**config.mk**
```make
export PLATFORM = sky130hd
export DESIGN_NAME = clk_gate_ctrl
export DESIGN_NICKNAME = d
export VERILOG_FILES = /design/src/rtl/clk_gate_pkg.sv /design/src/rtl/cg_sync2.sv /design/src/rtl/cg_strap_latch.sv /design/src/rtl/cg_gate_cell.sv /design/src/rtl/clk_gate_ctrl.sv
export SDC_FILE = /design/constraint.sdc
export NUM_CORES = 1
export LEC_CHECK = 0
export BUFFER_PORTS_ARGS = -buffer_cell sky130_fd_sc_hd__buf_2
export CAP_MARGIN = 20
export CORE_UTILIZATION = 42
export CTS_CLUSTER_DIAMETER = 50
export DETAILED_ROUTE_END_ITERATION = 10
export PLACE_DENSITY = 0.82
export SLEW_MARGIN = 20
export SYNTH_ARGS = -nofsm -noshare
export SYNTH_HDL_FRONTEND = slang
export SYNTH_SLANG_ARGS = --single-unit
export TNS_END_PERCENT = 50
```
**constraint.sdc**
```tcl
create_clock -name clk -period 1.05 [get_ports clk]
set_input_delay 0.0525 -clock clk [delete_from_list [all_inputs] [get_ports clk]]
set_output_delay 0.0525 -clock clk [all_outputs]
set_load 0.02 [all_outputs]
```
**src/rtl/clk_gate_pkg.sv**
```systemverilog
package clk_gate_pkg;

   typedef enum logic {
      RATE_48 = 1'b0,
      RATE_24 = 1'b1
   } rate_e;

   function automatic rate_e to_rate(input logic b);
      return b ? RATE_24 : RATE_48;
   endfunction

endpackage

```
**src/rtl/cg_sync2.sv**
```systemverilog
module cg_sync2 #(
   parameter int   W       = 1,
   parameter logic RST_VAL = 1'b0
) (
   input  logic         clk,
   input  logic         rst_n,
   input  logic [W-1:0] d,
   output logic [W-1:0] q
);
   logic [W-1:0] meta;

   if (W < 1) begin : g_bad_w
      $error("cg_sync2: W must be at least 1");
   end

   always_ff @(posedge clk or negedge rst_n) begin
      if (!rst_n) begin
         meta <= {W{RST_VAL}};
         q    <= {W{RST_VAL}};
      end else begin
         meta <= d;
         q    <= meta;
      end
   end
endmodule

```
**src/rtl/cg_strap_latch.sv**
```systemverilog
module cg_strap_latch #(
   parameter int N_FS = 4
) (
   input  logic            clk,
   input  logic            rst_n,
   input  logic [N_FS-1:0] fs_pad,
   input  logic            mode_pad,
   output logic [N_FS-1:0] fs_q,
   output logic            mode_q,
   output logic            done
);
   if (N_FS < 1) begin : g_bad_fs
      $error("cg_strap_latch: N_FS must be at least 1");
   end

   always_ff @(posedge clk or negedge rst_n) begin
      if (!rst_n) begin
         fs_q   <= '0;
         mode_q <= 1'b0;
         done   <= 1'b0;
      end else if (!done) begin
         fs_q   <= fs_pad;
         mode_q <= mode_pad;
         done   <= 1'b1;
      end
   end


   strap_held_chk: assert property (@(posedge clk) disable iff (!rst_n)
      $past(done) |-> ($stable(fs_q) && $stable(mode_q)));
endmodule

```
**src/rtl/cg_gate_cell.sv**
```systemverilog
module cg_gate_cell #(
   parameter int W = 1
) (
   input  logic         clk,
   input  logic         rst_n,
   input  logic [W-1:0] ph,
   input  logic         run,
   output logic [W-1:0] en_q
);
   if (W < 1) begin : g_bad_w
      $error("cg_gate_cell: W must be at least 1");
   end

   for (genvar i = 0; i < W; i++) begin : g_bit
      always_ff @(posedge clk or negedge rst_n) begin
         if (!rst_n)      en_q[i] <= 1'b0;
         else if (!ph[i]) en_q[i] <= run;
      end


      en_low_only_chk: assert property (@(posedge clk) disable iff (!rst_n)
         (en_q[i] != $past(en_q[i])) |-> !$past(ph[i]));
   end
endmodule

```
**src/rtl/clk_gate_ctrl.sv**
```systemverilog
module clk_gate_ctrl
   import clk_gate_pkg::*;
#(
   parameter int N_FS    = 4,
   parameter int N_PCI   = 6,
   parameter int N_SDRAM = 13
) (
   input  logic               clk,
   input  logic               rst_n,
   input  logic               cpu_ph,
   input  logic               pci_ph,
   input  logic               ref_ph,
   input  logic               usb48_ph,
   input  logic               clk24_ph,
   input  logic               sdram_in,
   input  logic [N_FS-1:0]    fs_pad_in,
   input  logic               mode_pad_in,
   input  logic               stop_pad_in,
   input  logic               pd_n_in,
   input  logic               rate_sel,
   output logic [N_FS-1:0]    fs_sel,
   output logic               mode_sel,
   output logic               strap_oe,
   output logic               cpu_t,
   output logic               cpu_c,
   output logic               cpu_c_oe,
   output logic               cpu_cs,
   output logic [N_PCI-1:0]   pci_o,
   output logic [N_SDRAM-1:0] sdram_o,
   output logic               usb48_o,
   output logic               dual_o,
   output logic               ref1_o,
   output logic               shared_o,
   output logic               shared_oe
);
   localparam int N_MISC = 3;

   if (N_PCI < 2) begin : g_bad_pci
      $error("clk_gate_ctrl: two PCI outputs double as straps, N_PCI >= 2");
   end
   if (N_SDRAM < 1) begin : g_bad_sd
      $error("clk_gate_ctrl: N_SDRAM must be at least 1");
   end

   logic       done;
   logic [1:0] sync_q;
   logic       pd_ok, stop_ok;
   logic       stop_req, run_all, cpu_run;
   rate_e      rate_q;
   logic       dual_ph;

   cg_strap_latch #(.N_FS(N_FS)) u_strap (
      .clk(clk), .rst_n(rst_n), .fs_pad(fs_pad_in), .mode_pad(mode_pad_in),
      .fs_q(fs_sel), .mode_q(mode_sel), .done(done));

   cg_sync2 #(.W(2), .RST_VAL(1'b0)) u_sync (
      .clk(clk), .rst_n(rst_n), .d({stop_pad_in, pd_n_in}), .q(sync_q));

   assign pd_ok    = sync_q[0];
   assign stop_ok  = sync_q[1];
   assign stop_req = mode_sel & ~stop_ok;
   assign run_all  = done & pd_ok;
   assign cpu_run  = run_all & ~stop_req;

   always_ff @(posedge clk or negedge rst_n) begin
      if (!rst_n)                      rate_q <= RATE_48;
      else if (!usb48_ph && !clk24_ph) rate_q <= to_rate(rate_sel);
   end
   assign dual_ph = (rate_q == RATE_24) ? clk24_ph : usb48_ph;

   logic en_cpu, en_cpu_c, en_shr;
   logic [N_PCI-1:0]   en_pci;
   logic [N_SDRAM-1:0] en_sd;
   logic [N_MISC-1:0]  en_misc;

   cg_gate_cell #(.W(1)) u_cpu (
      .clk(clk), .rst_n(rst_n), .ph(cpu_ph), .run(cpu_run), .en_q(en_cpu));
   cg_gate_cell #(.W(1)) u_cpu_c (
      .clk(clk), .rst_n(rst_n), .ph(~cpu_ph), .run(cpu_run), .en_q(en_cpu_c));
   cg_gate_cell #(.W(N_PCI)) u_pci (
      .clk(clk), .rst_n(rst_n), .ph({N_PCI{pci_ph}}), .run(run_all), .en_q(en_pci));
   cg_gate_cell #(.W(N_SDRAM)) u_sd (
      .clk(clk), .rst_n(rst_n), .ph({N_SDRAM{sdram_in}}), .run(run_all), .en_q(en_sd));
   cg_gate_cell #(.W(N_MISC)) u_misc (
      .clk(clk), .rst_n(rst_n), .ph({ref_ph, dual_ph, usb48_ph}), .run(run_all),
      .en_q(en_misc));
   cg_gate_cell #(.W(1)) u_shr (
      .clk(clk), .rst_n(rst_n), .ph(ref_ph), .run(run_all & ~mode_sel), .en_q(en_shr));

   assign cpu_t     = cpu_ph & en_cpu;
   assign cpu_cs    = cpu_t;
   assign cpu_c     = ~cpu_ph & en_cpu_c;
   assign cpu_c_oe  = en_cpu_c;
   assign pci_o     = {N_PCI{pci_ph}} & en_pci;
   assign sdram_o   = {N_SDRAM{sdram_in}} & en_sd;
   assign usb48_o   = usb48_ph & en_misc[0];
   assign dual_o    = dual_ph & en_misc[1];
   assign ref1_o    = ref_ph & en_misc[2];
   assign shared_o  = ref_ph & en_shr;
   assign shared_oe = done & ~mode_sel;
   assign strap_oe  = done;


   shared_dir_chk: assert property (@(posedge clk) disable iff (!rst_n)
      mode_sel |-> !shared_oe);

   pd_sdram_low_chk: assert property (@(posedge clk) disable iff (!rst_n)
      (!pd_ok && !sdram_in) |=> (sdram_o == '0));

   pd_cpu_c_off_chk: assert property (@(posedge clk) disable iff (!rst_n)
      (!pd_ok && cpu_ph) |=> !cpu_c_oe);

   stop_cpu_low_chk: assert property (@(posedge clk) disable iff (!rst_n)
      (stop_req && !cpu_ph) |=> (!cpu_t && !cpu_cs));
endmodule

```
==> out/qor.csv, run 1 <==
metric,value,unit
Peak Freq,0.823,GHz
root buf cell,clkbuf_4,
syn_nets,85,
core area,1940,µm²
cell internal pwr,1160,µW
drt drc,0,
Sw Pwr,459,µW
Critical Path Max Stage Delay,0.38,ns
HP Class,in -> reg,
n_diodes,0,
met3 Track Usage GR,4.62,%
arrival time at the worst endpoint,1.16,ns
Cell variety after synth,16,
"Buf+Inv Stages, Crit Path",1,
port bufs,49,
# IOs,50,
fin nets,137,
largest net degree at the start of global routing,20,
"top cells by area, synth","dfrtp_1 55%, buf_4 16%, mux2_2 7.8%",
Clock Skews,0.00359,ns
kind of critical path,reg -> out,
drt via density,4.56,
latest clock arrival within the worst-skew pair,0.29,ns
Worst setup SP type,register,
Die Footprint,2230,µm²
Syn Area/Cell,12.5,µm²
H-tree Lvls,1,
#FFs+latches synth,19,
post-route ant nets,0,
"Reg clk slew, reported paths",0.10,ns
clock share of power,21.7,%
PnR worst setup slack,-0.166,ns
worst slack at placement,0.103,ns
PD cells,1240,nW/µm²
Rows,16,
Synth top area share,55.2,%
Clock Sinks,19,
average wire per standard cell,12.9,µm
GRT Max-Usage Layer,met2,
switch share,28.4,%
final hold vios,0,
antenna violations before repair,0,
GR Util met2,33.2,%
CTS tree,yes,
Post-Syn Area,861,µm²
Syn Inst Count,69,
status,finished with violations,
RePlAce Congestion,0.708,
chip width,47.3,µm
Setup-failing EPs final,14,
CP Cell Sequence,mux2i_2 -> nor2_1 -> buf_2,
Comb pwr share,27.3,%
crit-path leading delay family,flip-flops,
initial drt markers,5,
vias in the first global route,598,
Flop pwr share,50.9,%
peak supply drop,0.000852,V
Fin Setup TNS,-0.568,ns
First-pass DRT Iterations,5,
failing checks,setup timing,
Post-DP HPWL,1070,µm
leakage power,0.000682,µW
"area leader, netlist",dfrtp_1,
Initial Utilization,44.3,%
Layout Area Growth over Synthesis,50.7,%
WP data required,1.00,ns
sequential fraction of the synthesis area,55.2,%
share of cells above drive strength 1,58.3,%
GRT Total Usage,16.6,%
Num CTS Buffers,3,
Routed WL,1890,µm
Period minus WS final,1.22,ns
CP endpoint kind,output pin,
RSZ-0062 raised after global routing,true,
deepest clock path buffer count,2,
met1 GRT Util,15.1,%
maxcap violations,0,
first-pass GRT wire length,2440,µm
Die H,47.3,µm
gr ovfl total,0,
Yosys warning count,0,
critical path's slowest cell,dfrtp_1,
"Slew Viols, Final",0,
routed vias,671,
final period utilization,116,%
crit-path max FO,2,
[cells in the mapped netlist]
library cell,instances
a31o_1,1
a41o_2,2
and2_1,6
buf_4,18
buf_6,1
conb_1,1
dfrtp_1,19
inv_1,3
mux2_2,6
mux2i_1,2
nand2_1,1
nand2b_1,1
nor2_1,2
nor2b_1,1
nor2b_4,1
o21bai_1,4
[metal layers]
layer  vias up  part of all wire (%)
met1       324                    36
met2        36                    58
li1        311                     -
met3         0                   6.0
met4         0                     0
met5         -                     0
[state kept, by name, summed over array words and instances, names as in the netlist]
name	count
u_sync.q	2
u_strap.mode_q	1
u_pci.en_q	1
u_shr.en_q	1
u_cpu_c.en_q	1
u_strap.fs_q	4
u_cpu.en_q	1
u_sd.en_q	1
rate_q	1
u_sync.meta	2
u_strap.done	1
u_misc.en_q	3
[cells by family after synthesis]
kind of cell	share of synthesized area [%]
and+or+nand+nor	8.72
AOI/OAI and AO/OA	7.12
buffers and inverters	18.3
other	0.436
DFF	55.2
muxes	10.2
[timing repair]
action / in CTS / in global routing
gates cloned: 0 / 1
endpoints found under the hold margin: 31 / 0
hold buffers: 13 / 0
setup buffers: 3 / 0
setup endpoints to repair: 21 / 28
resized for setup: 9 / 30
pin swaps: 0 / 2
[worst reg2reg max path: stages (launching register included)]
cell and delay, ns:
dfrtp_1 0.38, mux2i_2 0.26, buf_4 0.15, mux2i_1 0.16
[placed cells by master, fill, tap and decap left out]
cell	Yosys	layout
mux2i_1	2	1
and2_1	6	4
a41o_2	2	2
nor2b_2	0	1
buf_6	1	17
nand2b_1	1	1
mux2_2	6	6
nor2b_4	1	1
o21bai_1	4	4
buf_4	18	2
buf_2	0	33
dlygate4sd3_1	0	13
inv_1	3	3
conb_1	1	1
clkbuf_4	0	3
nand2_1	1	1
clkbuf_1	0	1
dfrtp_1	19	18
mux2i_2	0	1
and2_4	0	3
nor2_1	2	2
a31o_1	1	1
dfrtp_2	0	1
[power groups by stage]
stage,Sequential (µW),Combinational [µW],Clock [µW]
6_report,823,442,351
5_1_grt,829,477,393
4_1_cts,821,394,367
3_5_place_dp,839,323,0
3_3_place_gp,835,316,0
2_1_floorplan,860,217,0
[path summary, 6_finish.rpt]
path / cells past startpoint / startpoint / slack [ns] / to
min reg2reg: 0 / u_sync.meta[0] / 0.36 / u_sync.q[0]
max reg2reg: 3 / rate_q / 0.03 / u_misc.en_q[1]
min: 2 / cpu_ph / 0.08 / u_cpu_c.en_q
max: 3 / rate_q / -0.17 / dual_o
min in group asynchronous: 2 / rst_n / 0.23 / u_strap.fs_q[0]
max in group asynchronous: 2 / rst_n / 0.51 / u_strap.done
[metrics by stage]
stage,power [µW],hold WS [ns],utilization [%],cell area [µm²],cells
global placement,1150,-0.00109,51.2,995,126
CTS,1580,0.0668,61.7,1200,146
detailed placement,1160,0.0106,51.2,995,126
finish,1620,0.0821,66.8,1300,147
floorplan,1080,-0.243,-,862,69
global route,1700,0.0698,66.8,1300,147
[area by class of cell]
class	count	area (µm²)
repair buffers	65	502
well taps	27	33.8
clock buffers	4	26.3
fillers	149	644
inverters	3	11.3
multi-input cells	29	248
flip-flops and latches	19	477
(Power assumes the default switching activity.)
==> run 2: changes to the inputs <==
Settings changed: CORE_MARGIN from default to 2.
==> run 2 against run 1 <==
  * The flow still finishes with violations (setup timing)
  * Critical endpoint unchanged
  * Via count fell by 0.15%
  * Clock skew fell by 0.0032 ns
  * Count of clock-buffer cells in the layout fell by 1
  * Cell count rose by 0.68%
  * Sequential cell count did not move
  * Critical path type unchanged
  * Sequential share of layout area fell by 0.90 points
==> out/qor.csv, run 2 (synthesized netlist as in run 1, its figures left out) <==
metric,value,unit,change
status,finished with violations,,
failing checks,setup timing,,
RePlAce Congestion,0.677,,-4.3%
critical path's slowest cell,dfrtp_1,,
Clock Skews,0.000418,ns,-0.00317 ns
antenna violations before repair,0,,unchanged
initial drt markers,4,,-1
switch share,29.1,%,+0.68 points
PnR worst setup slack,-0.191,ns,-0.0256 ns
Rows,16,,unchanged
# IOs,50,,unchanged
Layout Area Growth over Synthesis,54.5,%,
post-route ant nets,0,,unchanged
clock share of power,21.9,%,+0.2 points
cell internal pwr,1170,µW,+0.83%
Initial Utilization,44.3,%,unchanged
Largest register FFs,4,,unchanged
core area,1940,µm²,unchanged
Post-Layout Inst Area,1330,µm²,+2.5%
fin nets,138,,+0.73%
"Slew Viols, Final",0,,unchanged
Peak Freq,0.806,GHz,-2.1%
leakage power,0.000696,µW,+2.0%
maxcap violations,0,,unchanged
Non-Filler Instances,148,,+0.68%
Num CTS Buffers,3,,unchanged
drt drc,0,,unchanged
First-pass DRT Iterations,4,,-1
PD cells,1240,nW/µm²,-0.70%
crit-path leading delay family,flip-flops,,
Worst setup SP type,register,,
first-pass GRT wire length,3120,µm,+28%
port bufs,49,,unchanged
most frequent cells in the layout,"31 x buf_2, 20 x buf_6, 18 x dfrtp_1",,
CTS tree,yes,,
CP Cell Sequence,mux2i_2 -> nor2_1 -> buf_2,,
H-tree Lvls,1,,unchanged
kind of critical path,reg -> out,,
crit-path max FO,2,,unchanged
"Most flops, register",u_strap.fs_q,,
Routed WL,1930,µm,+2.2%
Pwr Total,1640,µW,+1.8%
latest clock arrival within the worst-skew pair,0.29,ns,about the same
Clock Sinks,19,,unchanged
RSZ-0062 raised after global routing,true,,
deepest clock path buffer count,2,,unchanged
n_diodes,0,,unchanged
vias in the first global route,717,,+20%
flop2flop setup slack,-0.06,ns,-0.09 ns
average wire per standard cell,13.1,µm,+1.5%
largest net degree at the start of global routing,20,,unchanged
worst slack at placement,0.0998,ns,-0.00295 ns
"Buf+Inv Stages, Crit Path",1,,unchanged
drt via density,4.53,,-0.82%
Comb pwr share,28.1,%,+0.8 points
arrival time at the worst endpoint,1.19,ns,+0.03 ns
WP data required,1.00,ns,about the same
DP Area,995,µm²,unchanged
final period utilization,118,%,+2.4 points
Flop pwr share,50.1,%,-0.8 points
Die Footprint,2430,µm²,+8.6%
root buf cell,clkbuf_4,,
GRT Total Usage,17.4,%,+0.86 points
biggest regs,"u_strap.fs_q: 4 flops, u_misc.en_q: 3 flops",,
peak supply drop,0.000896,V,+5.1%
CP endpoint kind,output pin,,
chip width,49.3,µm,+4.2%
share of cells above drive strength 1,60.3,%,+2.0 points
placed insts,126,,unchanged
Die H,49.3,µm,+4.2%
gr ovfl total,0,,unchanged
Post-DP HPWL,1200,µm,+13%
"Reg clk slew, reported paths",0.10,ns,about the same
routed vias,670,,-0.15%
Sw Pwr,478,µW,+4.2%
HP Class,in -> reg,,
Period minus WS final,1.24,ns,+0.0256 ns
Critical Path Max Stage Delay,0.38,ns,about the same
final hold vios,0,,unchanged
"most common cell after layout, fill and taps aside",buf_2,,
Setup-failing EPs final,16,,+2
-- run 2: cell count changes in the layout (fill, tap and decap cells not counted), sizes merged --
cell,change
buf,+1
clkbuf,-1
clkinv,+1
-- run 2: worst register-to-register path: stages, from the launching register on --
cell and delay, ns:
dfrtp_1 0.38, mux2i_2 0.27, buf_4 0.15, buf_6 0.08
mux2i_1 0.16
-- run 2: layer usage --
| metal | GRT usage [%] | part of all wire, % |
|---|---|---|
| met5 | 0 | 0 |
| met4 | 5.71 | 0.72 |
| met3 | 3.68 | 6.4 |
| met2 | 35.4 | 56 |
| met1 | 16.8 | 36 |
-- run 2: path summary, 6_finish.rpt --
check	from	endpoint	cells after the start
setup / recovery	rate_q	dual_o	3
hold / removal	cpu_ph	u_cpu_c.en_q	2
setup reg to reg	rate_q	u_misc.en_q[1]	4
hold reg to reg	u_sync.meta[0]	u_sync.q[0]	0
max in group asynchronous	rst_n	u_strap.done	2
min in group asynchronous	rst_n	u_sync.q[0]	2
-- run 2: through the flow --
| stage | hold WS [ns] | utilization, % | TNS, ns |
|---|---|---|---|
| after floorplan | -0.243 | - | -0.00121 |
| after global placement | 0.00395 | 51.2 | 0 |
| after detailed placement | 0.00900 | 51.2 | 0 |
| after CTS | 0.0793 | 63.3 | -0.354 |
| after global routing | 0.107 | 68.5 | -1.77 |
| final | 0.103 | 68.5 | -0.587 |
-- run 2: timing repair --
action,4_1_cts,5_1_grt
endpoints found under the hold margin,31,0
gates cloned,1,0
setup endpoints to repair,24,29
hold buffers,13,0
pin swaps,0,3
setup buffers,3,1
gates resized for setup,18,29
-- run 2: area by class of cell --
cell class | count | area (µm²)
Fill cell | 154 | 612
Sequential cell | 19 | 477
Clock buffer | 3 | 22.5
Multi-Input combinational cell | 29 | 255
Tap cell | 27 | 33.8
Inverter | 3 | 11.3
Clock inverter | 1 | 5.00
Timing Repair Buffer | 66 | 526
-- run 2: power by group through the flow --
| stage | clock, µW | combinational (µW) | sequential (µW) |
|---|---|---|---|
| after floorplan | 0 | 217 | 860 |
| after global placement | 0 | 317 | 835 |
| after detailed placement | 0 | 327 | 840 |
| after CTS | 362 | 409 | 822 |
| after global routing | 402 | 496 | 832 |
| final | 360 | 461 | 823 |
